File: config.mk
export PLATFORM = sky130hd
export DESIGN_NAME = card_session_seq
export DESIGN_NICKNAME = d
export VERILOG_FILES = /design/src/rtl/card_session_seq.sv
export SDC_FILE = /design/constraint.sdc
export NUM_CORES = 1
export LEC_CHECK = 0
export ABC_AREA = 1
export BUFFER_PORTS_ARGS = -buffer_cell sky130_fd_sc_hd__buf_4
export CAP_MARGIN = 40
export CORE_MARGIN = 4
export CORE_UTILIZATION = 32
export DETAILED_ROUTE_END_ITERATION = 16
export HOLD_SLACK_MARGIN = 0.03
export PLACE_DENSITY = 0.56
export SLEW_MARGIN = 0
export SYNTH_ARGS = -nofsm -noshare
export SYNTH_HDL_FRONTEND = slang
export SYNTH_SLANG_ARGS = --single-unit
export TNS_END_PERCENT = 50
File: constraint.sdc
create_clock -name clk -period 2.3 [get_ports clk]
set_input_delay 0 -clock clk [delete_from_list [all_inputs] [get_ports clk]]
set_output_delay 0 -clock clk [all_outputs]
set_load 0.03 [all_outputs]
File: src/rtl/card_session_seq.sv
module card_session_seq #(
  parameter int ATR_LEN = 7,
  parameter logic [8*ATR_LEN-1:0] ATR_BYTES = 56'h3B_80_80_81_1F_C7_59,
  parameter int ATR_DELAY = 400,
  parameter int ETU_CLKS = 372,
  parameter int CLK_EDGES = 16,
  parameter int CLK_WINDOW = 4096,
  parameter int HDR_LEN = 5
) (
  input  logic       clk,
  input  logic       rst_n,
  input  logic       vcc_in,
  input  logic       cclk_in,
  input  logic       crst_n_in,
  output logic       tx_valid,
  output logic [7:0] tx_data,
  input  logic       tx_ready,
  output logic       etu_tick,
  input  logic       rx_valid,
  output logic [2:0] seq_state
);
  localparam int IW = $clog2(ATR_LEN + 1);
  localparam int DW = $clog2(ATR_DELAY + 1);
  localparam int EW = $clog2(ETU_CLKS + 1);
  localparam int CW = $clog2(CLK_EDGES + 1);
  localparam int WW = $clog2(CLK_WINDOW + 1);
  localparam int HW = $clog2(HDR_LEN + 1);

  typedef enum logic [2:0] {
    S_OFF = 3'd0, S_CLK = 3'd1, S_RST = 3'd2, S_DLY = 3'd3,
    S_ATR = 3'd4, S_HDR_WAIT = 3'd5, S_HDR_IN = 3'd6
  } seq_t;

  seq_t          state;
  logic [1:0]    vcc_sy, crst_sy;
  logic [2:0]    cclk_sy;
  logic          vcc_s, crst_s, cedge, clk_ok, etu_run;
  logic [WW-1:0] win_cnt, idle_cnt;
  logic [CW-1:0] edge_cnt;
  logic [DW-1:0] dly_cnt;
  logic [IW-1:0] atr_idx;
  logic [HW-1:0] hdr_cnt;
  logic [EW-1:0] etu_cnt;

  assign vcc_s  = vcc_sy[1];
  assign crst_s = crst_sy[1];
  assign cedge  = cclk_sy[1] & ~cclk_sy[2];

  always_ff @(posedge clk or negedge rst_n) begin
    if (!rst_n) begin
      vcc_sy  <= '0;
      crst_sy <= '0;
      cclk_sy <= '0;
    end else begin
      vcc_sy  <= {vcc_sy[0], vcc_in};
      crst_sy <= {crst_sy[0], crst_n_in};
      cclk_sy <= {cclk_sy[1:0], cclk_in};
    end
  end

  always_ff @(posedge clk or negedge rst_n) begin
    if (!rst_n) begin
      win_cnt  <= '0;
      idle_cnt <= '0;
      edge_cnt <= '0;
      clk_ok   <= 1'b0;
    end else begin
      win_cnt <= (win_cnt == WW'(CLK_WINDOW - 1)) ? '0 : win_cnt + 1'b1;
      if (cedge)
        idle_cnt <= '0;
      else if (idle_cnt != WW'(CLK_WINDOW - 1))
        idle_cnt <= idle_cnt + 1'b1;
      if (!cedge && idle_cnt == WW'(CLK_WINDOW - 1)) begin
        clk_ok   <= 1'b0;
        edge_cnt <= '0;
      end else if (win_cnt == WW'(CLK_WINDOW - 1)) begin
        edge_cnt <= CW'(cedge);
      end else if (cedge && !clk_ok) begin
        if (edge_cnt == CW'(CLK_EDGES - 1))
          clk_ok <= 1'b1;
        edge_cnt <= edge_cnt + 1'b1;
      end
    end
  end

  always_ff @(posedge clk or negedge rst_n) begin
    if (!rst_n) begin
      state <= S_OFF;
    end else if (!vcc_s) begin
      state <= S_OFF;
    end else if (state >= S_RST && !clk_ok) begin
      state <= S_CLK;
    end else if (state >= S_DLY && !crst_s) begin
      state <= S_RST;
    end else begin
      case (state)
        S_OFF:      state <= S_CLK;
        S_CLK:      if (clk_ok) state <= S_RST;
        S_RST:      if (crst_s) state <= S_DLY;
        S_DLY:      if (cedge && dly_cnt == DW'(ATR_DELAY - 1)) state <= S_ATR;
        S_ATR:      if (tx_ready && atr_idx == IW'(ATR_LEN - 1)) state <= S_HDR_WAIT;
        S_HDR_WAIT: if (rx_valid) state <= S_HDR_IN;
        S_HDR_IN:   if (rx_valid && hdr_cnt == HW'(HDR_LEN - 1)) state <= S_HDR_WAIT;
        default:    state <= S_OFF;
      endcase
    end
  end

  assign etu_run = (state == S_ATR) || (state == S_HDR_WAIT) || (state == S_HDR_IN);

  always_ff @(posedge clk or negedge rst_n) begin
    if (!rst_n) begin
      dly_cnt <= '0;
      atr_idx <= '0;
      hdr_cnt <= '0;
      etu_cnt <= '0;
    end else begin
      dly_cnt <= (state == S_DLY) ? dly_cnt + DW'(cedge) : '0;
      atr_idx <= (state == S_ATR) ? atr_idx + IW'(tx_ready) : '0;
      if (state == S_HDR_IN)
        hdr_cnt <= hdr_cnt + HW'(rx_valid);
      else
        hdr_cnt <= (state == S_HDR_WAIT && rx_valid) ? HW'(1) : '0;
      if (!etu_run)
        etu_cnt <= '0;
      else if (cedge)
        etu_cnt <= (etu_cnt == EW'(ETU_CLKS - 1)) ? '0 : etu_cnt + 1'b1;
    end
  end

  assign etu_tick  = etu_run && cedge && (etu_cnt == EW'(ETU_CLKS - 1));
  assign tx_valid  = (state == S_ATR);
  assign tx_data   = tx_valid ? ATR_BYTES[8*(ATR_LEN - 1 - int'(atr_idx)) +: 8] : 8'h00;
  assign seq_state = state;
endmodule

==> flow_metrics.tcl <==
set metrics [dict create \
    status "complete, no violations" \
    synth_seq_cells 66 \
    design.portCount 20 \
    finalCritPeriodShare_pct 80.0 \
    firstDrtPassIters 4 \
    worstMarginPinSlew_ns 0.434 \
    antenna_found_initial 0 \
    arrival_ns 1.84 \
    ys_warn_count 0 \
    place.gp.congestion 0.768 \
    p_int_mw 1.96 \
    path_buf_inv 1 \
    drive_gt1_share_pct 14.6 \
    area_delta_synth_final_pct 16.5 \
    start_util_pct 33.2 \
    synth_xor_area_share_pct 4.28 \
    core_mm2 0.0105 \
    cts.sinks 66 \
    yosys.area_share.adder_pct 4.68 \
    cts-root-buf "clkbuf_8" \
    port_buffers 19 \
    p_clk_share_pct 34.3 \
    grt-ovfl-total 0 \
    synth_edf_count 0 \
    worstPathRequired_ns 2.30 \
    clkSlewWorstSetupHoldPaths_ns 0.08 \
    async_flop_share_pct 100 \
    syn-num-nets 432 \
    dieHeight_um 112 \
    switchingPower_mw 0.905 \
    rrSetupSlack_ns 0.49 \
    drt_iter0_drc 135 \
    cts-resized-gates 0 \
    r2r-end "dly_cnt[8]$_DFF_PN0_" \
    drt_wl_total_um 6470 \
    ant_nets 0 \
    maxSlewViolCount 0 \
    track_usage_pct 11.5 \
    yosysUniqueCellTypes 40 \
    wl_per_cell_um 11.0 \
    hold_viol_final 0 \
    cts_tree "done" \
    finalSetupViolCount 0 \
    rows 37 \
    cpMaxStageDelayCell "dfrtp_1" \
    numCtsBuffers 9 \
    clk_latency_ns 0.35 \
    worstRegToRegCells 11 \
    worst-setup-path-type "register to output pin" \
    clock_path_buffers 2 \
    skew_ns 0.00973 \
    maxCapViolCount 0 \
    layout_setup_ws_ns 0.459 \
    grt_pass1_vias 2642 \
    grt_max_degree 36 \
    slew_headroom_pct 70.8 \
    swShare_pct 31.6 \
    dpl_worst_slack_ns 0.495 \
    syn-mean-instance-area_um2 8.44 \
    leakage_nw 1.97 \
    rsz0062_at_grt "no" \
    fmax_mhz 543 \
    finalSetupTns_ns 0 \
    synth-main-ff-cell "dfrtp_1" \
    synthSimpleGateAreaFrac_pct 29.0 \
    peakVddDrop_mv 0.299 \
    post_cts_buffers 0 \
    chipWidth_um 112 \
    r2r-start "cclk_sy[2]$_DFF_PN0_" \
    cts_htree_levels 3 \
    cpPeakStageDelay_ns 0.61 \
    syn_area_mm2 0.00348 \
    seq_area_frac_synth_pct 47.5 \
    seq_power_share_pct 48.3 \
    hold_path_class "input pin to async pin" \
    p_per_area_mw_per_mm2 706 \
    nets 466 \
    power_frac_comb_pct 17.4 \
    synth-compound-area-share_pct 7.59 \
    crit_path_cell_trace "nand2_1 -> nor2_1 -> nand3_1 -> a22oi_1 -> buf_4" \
    dp_hpwl_um 4720 \
    critPathLaunchType "register" \
    cp_max_fo 11 \
    vias 2670 \
    synth_top_family_by_area "simple AND/OR/NAND/NOR gates" \
    min_period_ns 1.84 \
    finalPower_mw 2.86 \
    antenna_cells 0 \
    netlist_instances 412 \
    endpoint_kind "output pin" \
    synth_mux_area_share_pct 0 \
    vias_per_cell 4.55 \
    remaining_drc_errors 0 \
    grt_pass1_wl_um 11900 \
    cpLargestDelayFamily "flip-flops" \
    die_area_mm2 0.0126 \
]
[stage by stage]
step	util (%)	area (um2)	hold WS, ns	std cells
floorplan	-	3480	-0.296	412
CTS	38.7	4050	0.139	587
global route	38.7	4050	0.172	587
detailed placement	36.2	3790	-0.0224	565
global placement	36.0	3770	0.110	564
finish	38.7	4050	0.129	587
[how the worst max path moves through the flow]
stage	from	depth (start not counted)	end	slack, ns
5_1_grt	seq_state[2]$_DFFE_PN0P_	5	tx_data[0]	0.23
4_1_cts	seq_state[2]$_DFFE_PN0P_	5	tx_data[0]	0.45
2_1_floorplan	seq_state[2]$_DFFE_PN0P_	6	tx_data[4]	0.05
3_3_place_gp	cclk_sy[2]$_DFF_PN0_	11	dly_cnt[8]$_DFF_PN0_	0.61
3_5_place_dp	cclk_sy[2]$_DFF_PN0_	11	dly_cnt[8]$_DFF_PN0_	0.50
6_report	seq_state[2]$_DFFE_PN0P_	5	tx_data[0]	0.46
[worst register-to-register path: stages, from the launching register on]
cell	delay, ns
dfrtp_1	0.36
inv_1	0.06
nand2_2	0.05
inv_1	0.17
ha_1	0.21
ha_1	0.16
nand2_1	0.07
inv_1	0.07
nand3_1	0.10
nor3_1	0.23
a21oi_1	0.11
nor3_1	0.14
[layout make-up]
class                   instances  area [um2]
fillers                      1105        6410
flip-flops and latches         66        1650
multi-input cells             285        1580
repair buffers                 27         230
inverters                      57         214
well taps                     136         170
clock buffers                   9         124
clock inverters                 7        77.6
[logic make-up (layout without fill, tap and decap cells)]
kind of cell | count (synthesis) | after routing
compound gates | 44 | 44
xor+xnor | 17 | 17
fa+ha+maj | 13 | 13
buf+inv | 61 | 100
flops | 66 | 66
simple gates | 211 | 211
[state kept, by name, summed over array words and instances (netlist names)]
register and flops:
idle_cnt 13, win_cnt 13, dly_cnt 9, etu_cnt 9, edge_cnt 5, atr_idx 3
cclk_sy 3, hdr_cnt 3, seq_state 3, crst_sy 2, vcc_sy 2, clk_ok 1
[power groups by stage]
stage | combinational, mW | clock [mW] | sequential [mW]
floorplan | 0.358 | 0 | 1.39
global placement | 0.490 | 0 | 1.41
detailed placement | 0.499 | 0 | 1.41
CTS | 0.508 | 1.03 | 1.39
global route | 0.581 | 1.07 | 1.41
finish | 0.499 | 0.981 | 1.38
[timing repair]
action | CTS | global route
setup endpoints to repair | 0 | 0
hold buffers | 6 | 0
endpoints found under the hold margin | 71 | 0
[metal layers]
layer  GRT usage [%]  wire, um
met5               0         0
met4            4.81       123
met3            3.45       186
met2            18.2      2980
met1            14.5      3180
[synthesized netlist by cell type (2+ instances only)]
| master | number | share of area [%] |
|---|---|---|
| nand3_1 | 24 | 3.5 |
| nor2_2 | 6 | 1.1 |
| nor3_1 | 12 | 1.7 |
| nand2_1 | 90 | 9.7 |
| nand3_2 | 2 | 0.58 |
| nor4_1 | 2 | 0.36 |
| nand4_4 | 2 | 1.2 |
| nand2_2 | 5 | 0.90 |
| buf_4 | 3 | 0.65 |
| ha_1 | 13 | 4.7 |
| o22ai_1 | 4 | 0.72 |
| inv_2 | 2 | 0.22 |
| nor2_1 | 49 | 5.3 |
| nor2_4 | 3 | 0.97 |
| a21oi_2 | 2 | 0.50 |
| xnor2_1 | 5 | 1.3 |
| nand4_1 | 9 | 1.6 |
| a21oi_1 | 13 | 1.9 |
| o21ai_0 | 13 | 1.9 |
| a31o_2 | 2 | 0.50 |
| dfrtp_1 | 66 | 47 |
| xor2_1 | 12 | 3.0 |
| inv_1 | 55 | 5.9 |
| a31oi_1 | 2 | 0.36 |
[layout by cell type, fill, tap and decap left out, types with 2 or more instances in the layout]
cell type	count
a21oi_1	13
a21oi_2	2
a31o_2	2
a31oi_1	2
buf_4	20
clkbuf_8	9
clkinv_4	3
dfrtp_1	66
dlygate4sd3_1	6
ha_1	13
inv_1	55
inv_2	2
nand2_1	90
nand2_2	5
nand3_1	24
nand3_2	2
nand4_1	9
nand4_4	2
nor2_1	49
nor2_2	6
nor2_4	3
nor3_1	12
nor4_1	2
o21ai_0	12
o21ai_1	2
o22ai_1	4
xnor2_1	5
xor2_1	12
Note: power is estimated with default switching activity, not from simulation.
